===== config.mk =====
export PLATFORM = sky130hd
export DESIGN_NAME = bank_mapper
export DESIGN_NICKNAME = d
export VERILOG_FILES = /design/src/rtl/mbm_pkg.sv /design/src/rtl/mbm_port_decode.sv /design/src/rtl/mbm_ctrl_regs.sv /design/src/rtl/mbm_select.sv /design/src/rtl/bank_mapper.sv
export SDC_FILE = /design/constraint.sdc
export NUM_CORES = 1
export LEC_CHECK = 0
export ABC_AREA = 1
export ABC_CLOCK_PERIOD_IN_PS = 1800
export BUFFER_PORTS_ARGS = -buffer_cell sky130_fd_sc_hd__buf_2
export CORE_AREA = 3 3 40 42
export DETAILED_ROUTE_END_ITERATION = 7
export DIE_AREA = 0 0 43 45
export MAX_ROUTING_LAYER = met4
export PLACE_DENSITY = 0.48
export SLEW_MARGIN = 20
export SYNTH_ARGS = -nofsm -noshare
export SYNTH_HDL_FRONTEND = slang
export SYNTH_SLANG_ARGS = --single-unit

===== constraint.sdc =====
create_clock -name clk -period 1.8 [get_ports clk]
set_clock_uncertainty 0.2 [all_clocks]
set_input_delay 0.18 -clock clk [delete_from_list [all_inputs] [get_ports clk]]
set_output_delay 0.18 -clock clk [all_outputs]
set_load 0.01 [all_outputs]

===== src/rtl/mbm_pkg.sv =====
package mbm_pkg;

    localparam int ADDR_W   = 16;
    localparam int DATA_W   = 8;
    localparam int PORT_W   = 8;
    localparam int N_PORTS  = 2;

    localparam logic [PORT_W-1:0] PORT_BANK  = 8'h30;
    localparam logic [PORT_W-1:0] PORT_ROMOFF = 8'h38;

    typedef enum logic [0:0] {
        BANK_LO = 1'b0,
        BANK_HI = 1'b1
    } bank_e;

    typedef struct packed {
        logic  rom_on;
        bank_e bank;
    } map_state_t;

    typedef struct packed {
        logic bank_load;
        logic rom_kill;
    } port_cmd_t;

    localparam map_state_t MAP_RESET = '{rom_on: 1'b1, bank: BANK_LO};

    function automatic logic is_io_write(input logic iorq, input logic wr, input logic m1);
        return iorq & wr & ~m1;
    endfunction

    function automatic logic in_rom_half(input logic [ADDR_W-1:0] a);
        return ~a[ADDR_W-1];
    endfunction

endpackage


===== src/rtl/mbm_port_decode.sv =====
module mbm_port_decode
    import mbm_pkg::*;
(
    input  logic [PORT_W-1:0] port_lo,
    input  logic              iorq,
    input  logic              wr,
    input  logic              m1,
    output port_cmd_t         cmd
);
    localparam logic [PORT_W-1:0] PORT_TABLE [N_PORTS] = '{PORT_BANK, PORT_ROMOFF};

    logic             io_wr;
    logic [N_PORTS-1:0] hit;

    assign io_wr = is_io_write(iorq, wr, m1);

    for (genvar g = 0; g < N_PORTS; g++) begin : g_cmp
        assign hit[g] = io_wr && (port_lo == PORT_TABLE[g]);
    end

    always_comb begin
        cmd           = '0;
        cmd.bank_load = hit[0];
        cmd.rom_kill  = hit[1];
    end
endmodule


===== src/rtl/mbm_ctrl_regs.sv =====
module mbm_ctrl_regs
    import mbm_pkg::*;
(
    input  logic       clk,
    input  logic       rst,
    input  port_cmd_t  cmd,
    input  logic       bank_bit,
    output map_state_t state
);
    map_state_t nxt;

    always_comb begin
        nxt = state;
        if (cmd.bank_load) nxt.bank   = bank_e'(bank_bit);
        if (cmd.rom_kill)  nxt.rom_on = 1'b0;
    end

    always_ff @(posedge clk) begin
        if (rst) state <= MAP_RESET;
        else     state <= nxt;
    end
endmodule


===== src/rtl/mbm_select.sv =====
module mbm_select
    import mbm_pkg::*;
(
    input  logic [ADDR_W-1:0] addr,
    input  logic              mreq,
    input  map_state_t        state,
    output logic              rom_cs,
    output logic              ram_cs,
    output logic              ram_a16
);
    logic rom_claim;

    assign rom_claim = state.rom_on & in_rom_half(addr);
    assign rom_cs    = mreq & rom_claim;
    assign ram_cs    = mreq & ~rom_claim;
    assign ram_a16   = state.bank;
endmodule


===== src/rtl/bank_mapper.sv =====
module bank_mapper
    import mbm_pkg::*;
(
    input  logic              clk,
    input  logic              rst,
    input  logic [ADDR_W-1:0] addr,
    input  logic [DATA_W-1:0] data,
    input  logic              mreq,
    input  logic              iorq,
    input  logic              wr,
    input  logic              m1,
    output logic              rom_cs,
    output logic              ram_cs,
    output logic              ram_a16
);
    port_cmd_t  cmd;
    map_state_t state;
    logic       rom_on_q;
    logic       bank_q;
    logic [DATA_W-2:0] data_hi_unused;

    assign data_hi_unused = data[DATA_W-1:1];

    mbm_port_decode u_dec (
        .port_lo (addr[PORT_W-1:0]),
        .iorq    (iorq),
        .wr      (wr),
        .m1      (m1),
        .cmd     (cmd)
    );

    mbm_ctrl_regs u_regs (
        .clk      (clk),
        .rst      (rst),
        .cmd      (cmd),
        .bank_bit (data[0]),
        .state    (state)
    );

    mbm_select u_sel (
        .addr    (addr),
        .mreq    (mreq),
        .state   (state),
        .rom_cs  (rom_cs),
        .ram_cs  (ram_cs),
        .ram_a16 (ram_a16)
    );

    assign rom_on_q = state.rom_on;
    assign bank_q   = state.bank;
endmodule


==> flow_summary.ini, run 1 <==
[floorplanning]
fp.dieH_um = 45
core.rowCount = 13
die_w_um = 43
core_area_sq_mm = 0.001285
start_util_pct = 11.39
dieArea_sq_mm = 0.001935
io_pins = 33

[timing]
hold_viol = 0
rsz0062_at_grt = false
worst_pin_slew_ns = 0.1685
period_needed_ns = 1.189
finalSetupTns_ns = 0
slew_headroom_pct = 88.68
fin_crit_sh_pct = 66.08
slew_violations = 0
max_freq_mhz = 840.8
setup_viol = 0
finalWorstSetupSlack_ns = 0.6106

[run_status]
status = complete, no violations

[critical_path]
cp_max_fo = 3
worstSetupEndpointType = primary output
crit_type = flip-flop to primary output
crit_arrival_ns = 0.81
cp.required_ns = 1.42
worst_setup_path_start_kind = flip-flop
r2r_start = u_regs.state[0]
worstSetupStartpoint = u_regs.state[1]

[final_layout]
post_route_cells_drive_above_1_share_pct = 44.90
antennaDiodeCount = 0
fin_util_pct = 22.40
fillCellCount = 159
nets = 81
regMostFlops = u_regs.state
largest_reg_flops = 2
syn2layout_area_growth_pct = 96.58
largestRegisters = u_regs.state (2)

[clock_tree]
clk_pin_slew_ns = 0.03
clock_path_buffers = 2
cts_tree = built
numCtsBuffers = 3
htree_levels = 1
cts_num_sinks = 2
ctsRootBufferMaster = clkbuf_4
clk-insertion-delay-late_ns = 0.22
cts_setup_buffers = 0

[min_path]
hold_start = addr[3]
min_path_type = primary input to flip-flop

[drt]
vias = 213
wl_um = 440
vias_per_cell = 3.328
avgRoutedWirePerCell_um = 6.875
drc_errors = 0
firstDrtPassIters = 1
ant_nets = 0
drtIter0Drc = 0

[power]
p_leak_nw = 0.1780
p_per_area_mw_per_mm2 = 598.5
vdd_drop_max_mv = 0.1332

[logic_synthesis]
synth.cell_area_sq_um = 146.4
synthCells = 27
syn_avg_cell_area_sq_um = 5.422
synth_top_area_cell = dfxtp_1
synth-seq-cells = 2
synth_cell_types = 9
synth.area.top_cells = dfxtp_1 27%, inv_1 15%, nand2_1 15%
synth_warnings = 0
synth_seq_area_share_pct = 27.35
synth_top_area_share_pct = 27.35
syn_nets = 57

[global_routing]
grt_pass1_wl_um = 676
grt_util_all_layers_pct = 5.398
gr-total-overflow = 0
grt_pass1_vias = 204
grt_antenna_before_repair = 0
grt_max_degree = 4

[placement]
place.gp.congestion = 0.6509
preCtsSetupSlack_ns = 0.7317
place.port_buffers = 18
dpl.hpwl_um = 382.8

[run]
drv_cap = 0
-- cell type report --
type                       instances  area (sq um)  share of cell area (%)
multi-input combinational         19         83.83                   29.13
inverter                           6         22.52                   7.826
tap                               15         18.77                   6.522
timing repair buffer              19         100.1                   34.78
clock buffer                       3         22.52                   7.826
sequential                         2         40.04                   13.91
-- synth_stat cells --
cell type  number
dfxtp_1         2
nor2_2          1
and2_0          1
inv_1           6
nand3_1         3
nor3_1          1
a21oi_1         2
nand2_1         6
nor2_1          5
-- report_power, final --
part | switching [mW] | internal [mW] | leakage (nW)
combinational | 0.0130 | 0.0183 | 0.148
clock | 0.0229 | 0.0733 | 0.0138
sequential | 0.0000181 | 0.0447 | 0.0161
-- repair_timing --
action	in CTS	in global routing
resized for setup	0	0
hold endpoints to repair	1	0
endpoints found under the setup margin	0	0
hold buffers	1	0
-- cell usage in the layout, fill, tap and decap left out --
cell type / synthesis / routed
buf_2: 0 / 18
inv_1: 6 / 6
nand2_1: 6 / 6
nor2_1: 5 / 5
nand3_1: 3 / 3
clkbuf_4: 0 / 3
a21oi_1: 2 / 2
dfxtp_1: 2 / 2
nor2_2: 1 / 1
nor3_1: 1 / 1
and2_0: 1 / 1
dlygate4sd3_1: 0 / 1
-- per-stage QoR --
stage | area, sq um | hold slack, ns | power, mW | instances
after floorplan | 146.4 | 0.08360 | 0.05563 | 27
after global placement | 255.2 | 0.1850 | 0.07485 | 60
after detailed placement | 255.2 | 0.1872 | 0.07533 | 60
after CTS | 287.8 | 0.04643 | 0.1798 | 64
after global routing | 287.8 | 0.09304 | 0.1843 | 64
final | 287.8 | 0.05473 | 0.1722 | 64
-- worst paths after layout --
check | to | slack [ns] | cells after the start
hold / removal | u_regs.state[1] | 0.05 | 4
setup reg to reg | u_regs.state[0] | 1.03 | 2
hold reg to reg | u_regs.state[1] | 0.26 | 2
setup / recovery | rom_cs | 0.61 | 3
-- routing by layer --
metal	vias to the layer above	track usage [%]	wire, um
li1	125	-	-
met1	80	5.048	187
met2	8	7.186	206
met3	0	2.390	45
met4	0	7.229	0
met5	-	-	0
-- kinds of logic (layout without fill, tap and decap cells) --
kind of cell / count (synthesis) / after routing / synth area share, %
buffers and inverters: 6 / 28 / 15.38
AO/OA/AOI/OAI: 2 / 2 / 6.838
flip-flops: 2 / 2 / 27.35
AND/OR/NAND/NOR: 17 / 17 / 50.43
-- worst max-delay path: stages (launching register included) --
cell and delay, ns:
dfxtp_1 0.33, nand2_1 0.06, nor2_1 0.07, buf_2 0.13
No activity file was read; power rests on OpenSTA's default activity.
==> run 2: changes to the inputs <==
--- a/config.mk
+++ b/config.mk
@@ -6,7 +6,7 @@
 export NUM_CORES = 1
 export LEC_CHECK = 0
 export ABC_AREA = 1
-export ABC_CLOCK_PERIOD_IN_PS = 1800
+export ABC_CLOCK_PERIOD_IN_PS = 1100
 export BUFFER_PORTS_ARGS = -buffer_cell sky130_fd_sc_hd__buf_2
 export CORE_AREA = 3 3 40 42
 export DETAILED_ROUTE_END_ITERATION = 7
==> constraint.sdc (replaced) <==
create_clock -name clk -period 1.1 [get_ports clk]
set_clock_uncertainty 0.2 [all_clocks]
set_input_delay 0.11 -clock clk [delete_from_list [all_inputs] [get_ports clk]]
set_output_delay 0.11 -clock clk [all_outputs]
set_load 0.01 [all_outputs]
==> flow_summary.ini, run 2 (synthesis gave the netlist of run 1 again) <==
[drt]
wl_um = 452
firstDrtPassIters = 1
avgRoutedWirePerCell_um = 6.954
vias_per_cell = 3.369
vias = 219
ant_nets = 0
drtIter0Drc = 0
drc_errors = 0

[final_layout]
regMostFlops = u_regs.state
largest_reg_flops = 2
syn2layout_area_growth_pct = 104.3
layout_commonest_cell = buf_2
antennaDiodeCount = 0
post_route_cells_drive_above_1_share_pct = 46.00
stdcell_count = 65
nets = 82
final_cell_mix = 18 x buf_2, 6 x inv_1, 6 x nand2_1
largestRegisters = u_regs.state (2)

[power]
p_leak_nw = 0.1816
internal-power_mw = 0.2255
p_per_area_mw_per_mm2 = 951.7
p_switching_mw = 0.05911
swShare_pct = 20.77
clkPwrFrac_pct = 55.3
power_frac_comb_pct = 19.0
seq_power_share_pct = 25.7
vdd_drop_max_mv = 0.2178

[critical_path]
cp_top_family = flip-flops
worstSetupEndpointType = primary output
crit_slowest_cell = dfxtp_2
max_stage_delay_ns = 0.32
crit_buf_inv = 1
crit_arrival_ns = 0.79
cp_max_fo = 3
cp.required_ns = 0.79
worst_setup_path_start_kind = flip-flop
path_cells = nand2_1 -> nor2_1 -> buf_2
crit_type = flip-flop to primary output

[timing]
period_needed_ns = 1.098
worst_pin_slew_ns = 0.1650
rsz0062_at_grt = true
holdWs_ns = 0.004277
finalWorstSetupSlack_ns = 0.001813
slew_violations = 0
slew_headroom_pct = 88.92
finalSetupTns_ns = 0
fin_crit_sh_pct = 99.84
hold_viol = 0
setup_viol = 0
max_freq_mhz = 910.6

[global_routing]
gr-total-overflow = 0
grt_util_all_layers_pct = 5.656
grt_pass1_vias = 215
grt_max_degree = 4
grt_antenna_before_repair = 0
grt_pass1_wl_um = 717

[clock_tree]
clock_path_buffers = 2
cts_tree = built
numCtsBuffers = 3
ctsRootBufferMaster = clkbuf_4
htree_levels = 1
clk_pin_slew_ns = 0.03
clk-insertion-delay-late_ns = 0.22
cts_num_sinks = 2

[placement]
place.gp.congestion = 0.6509
place.port_buffers = 18
dpl.hpwl_um = 382.8
preCtsSetupSlack_ns = 0.1017
place_inst = 60

[floorplanning]
core_area_sq_mm = 0.001285
start_util_pct = 11.39
io_pins = 33
fp.dieH_um = 45
core.rowCount = 13
die_w_um = 43
dieArea_sq_mm = 0.001935

[run_status]
status = complete, no violations

[min_path]
min_path_type = primary input to flip-flop

[run]
drv_cap = 0
==> run 2: cell count changes in the layout (fill, tap and decap cells not counted), sizes merged <==
cell	previous run	this run
dlygate4sd3	1	2
==> run 2: through the flow <==
stage | power [mW] | cell area (sq um) | utilization [%]
after floorplan | 0.09104 | 146.4 | -
after global placement | 0.1225 | 255.2 | 19.86
after detailed placement | 0.1233 | 255.2 | 19.86
after CTS | 0.2970 | 299.0 | 23.27
after global routing | 0.3050 | 299.0 | 23.27
final | 0.2846 | 299.0 | 23.27
==> run 2: area by class of cell <==
| type | instances | area, sq um |
|---|---|---|
| Fill cell | 158 | 985.9 |
| Timing Repair Buffer | 20 | 110.1 |
| Multi-Input combinational cell | 19 | 83.83 |
| Sequential cell | 2 | 41.29 |
| Clock buffer | 3 | 22.52 |
| Inverter | 6 | 22.52 |
| Tap cell | 15 | 18.77 |
==> run 2: path summary, 6_finish.rpt <==
check        cells after the start  slack (ns)            start              end
max                              3       0.002  u_regs.state[1]           rom_cs
min                              5       0.004          addr[0]  u_regs.state[1]
max reg2reg                      2        0.33  u_regs.state[0]  u_regs.state[0]
min reg2reg                      2        0.24  u_regs.state[1]  u_regs.state[1]
==> run 2: tightest hold or removal path, delay by kind of cell <==
kind,cells,cell delay [ns]
and+or+nand+nor,4,0.19
buffers and inverters,1,0.09
==> run 2: routing by layer <==
layer	GRT usage, %	share of wire (%)	up-vias
li1	-	-	127
met1	5.288	42	84
met2	7.784	47	8
met3	2.390	10	0
met4	7.229	0	0
met5	-	0	-
==> run 2: what timing repair did <==
action	4_1_cts	5_1_grt
setup endpoints to repair	2	2
endpoints found under the hold margin	2	0
buffers inserted	0	0
hold buffers	2	0
pin swaps	1	0
gates resized for setup	1	0
==> run 2: power groups by stage <==
stage               logic [mW]  registers (mW)  clock network (mW)
floorplan               0.0169          0.0741                   0
global placement        0.0484          0.0741                   0
detailed placement      0.0492          0.0741                   0
CTS                     0.0548          0.0732               0.169
global route            0.0619          0.0731               0.170
finish                  0.0539          0.0732               0.157
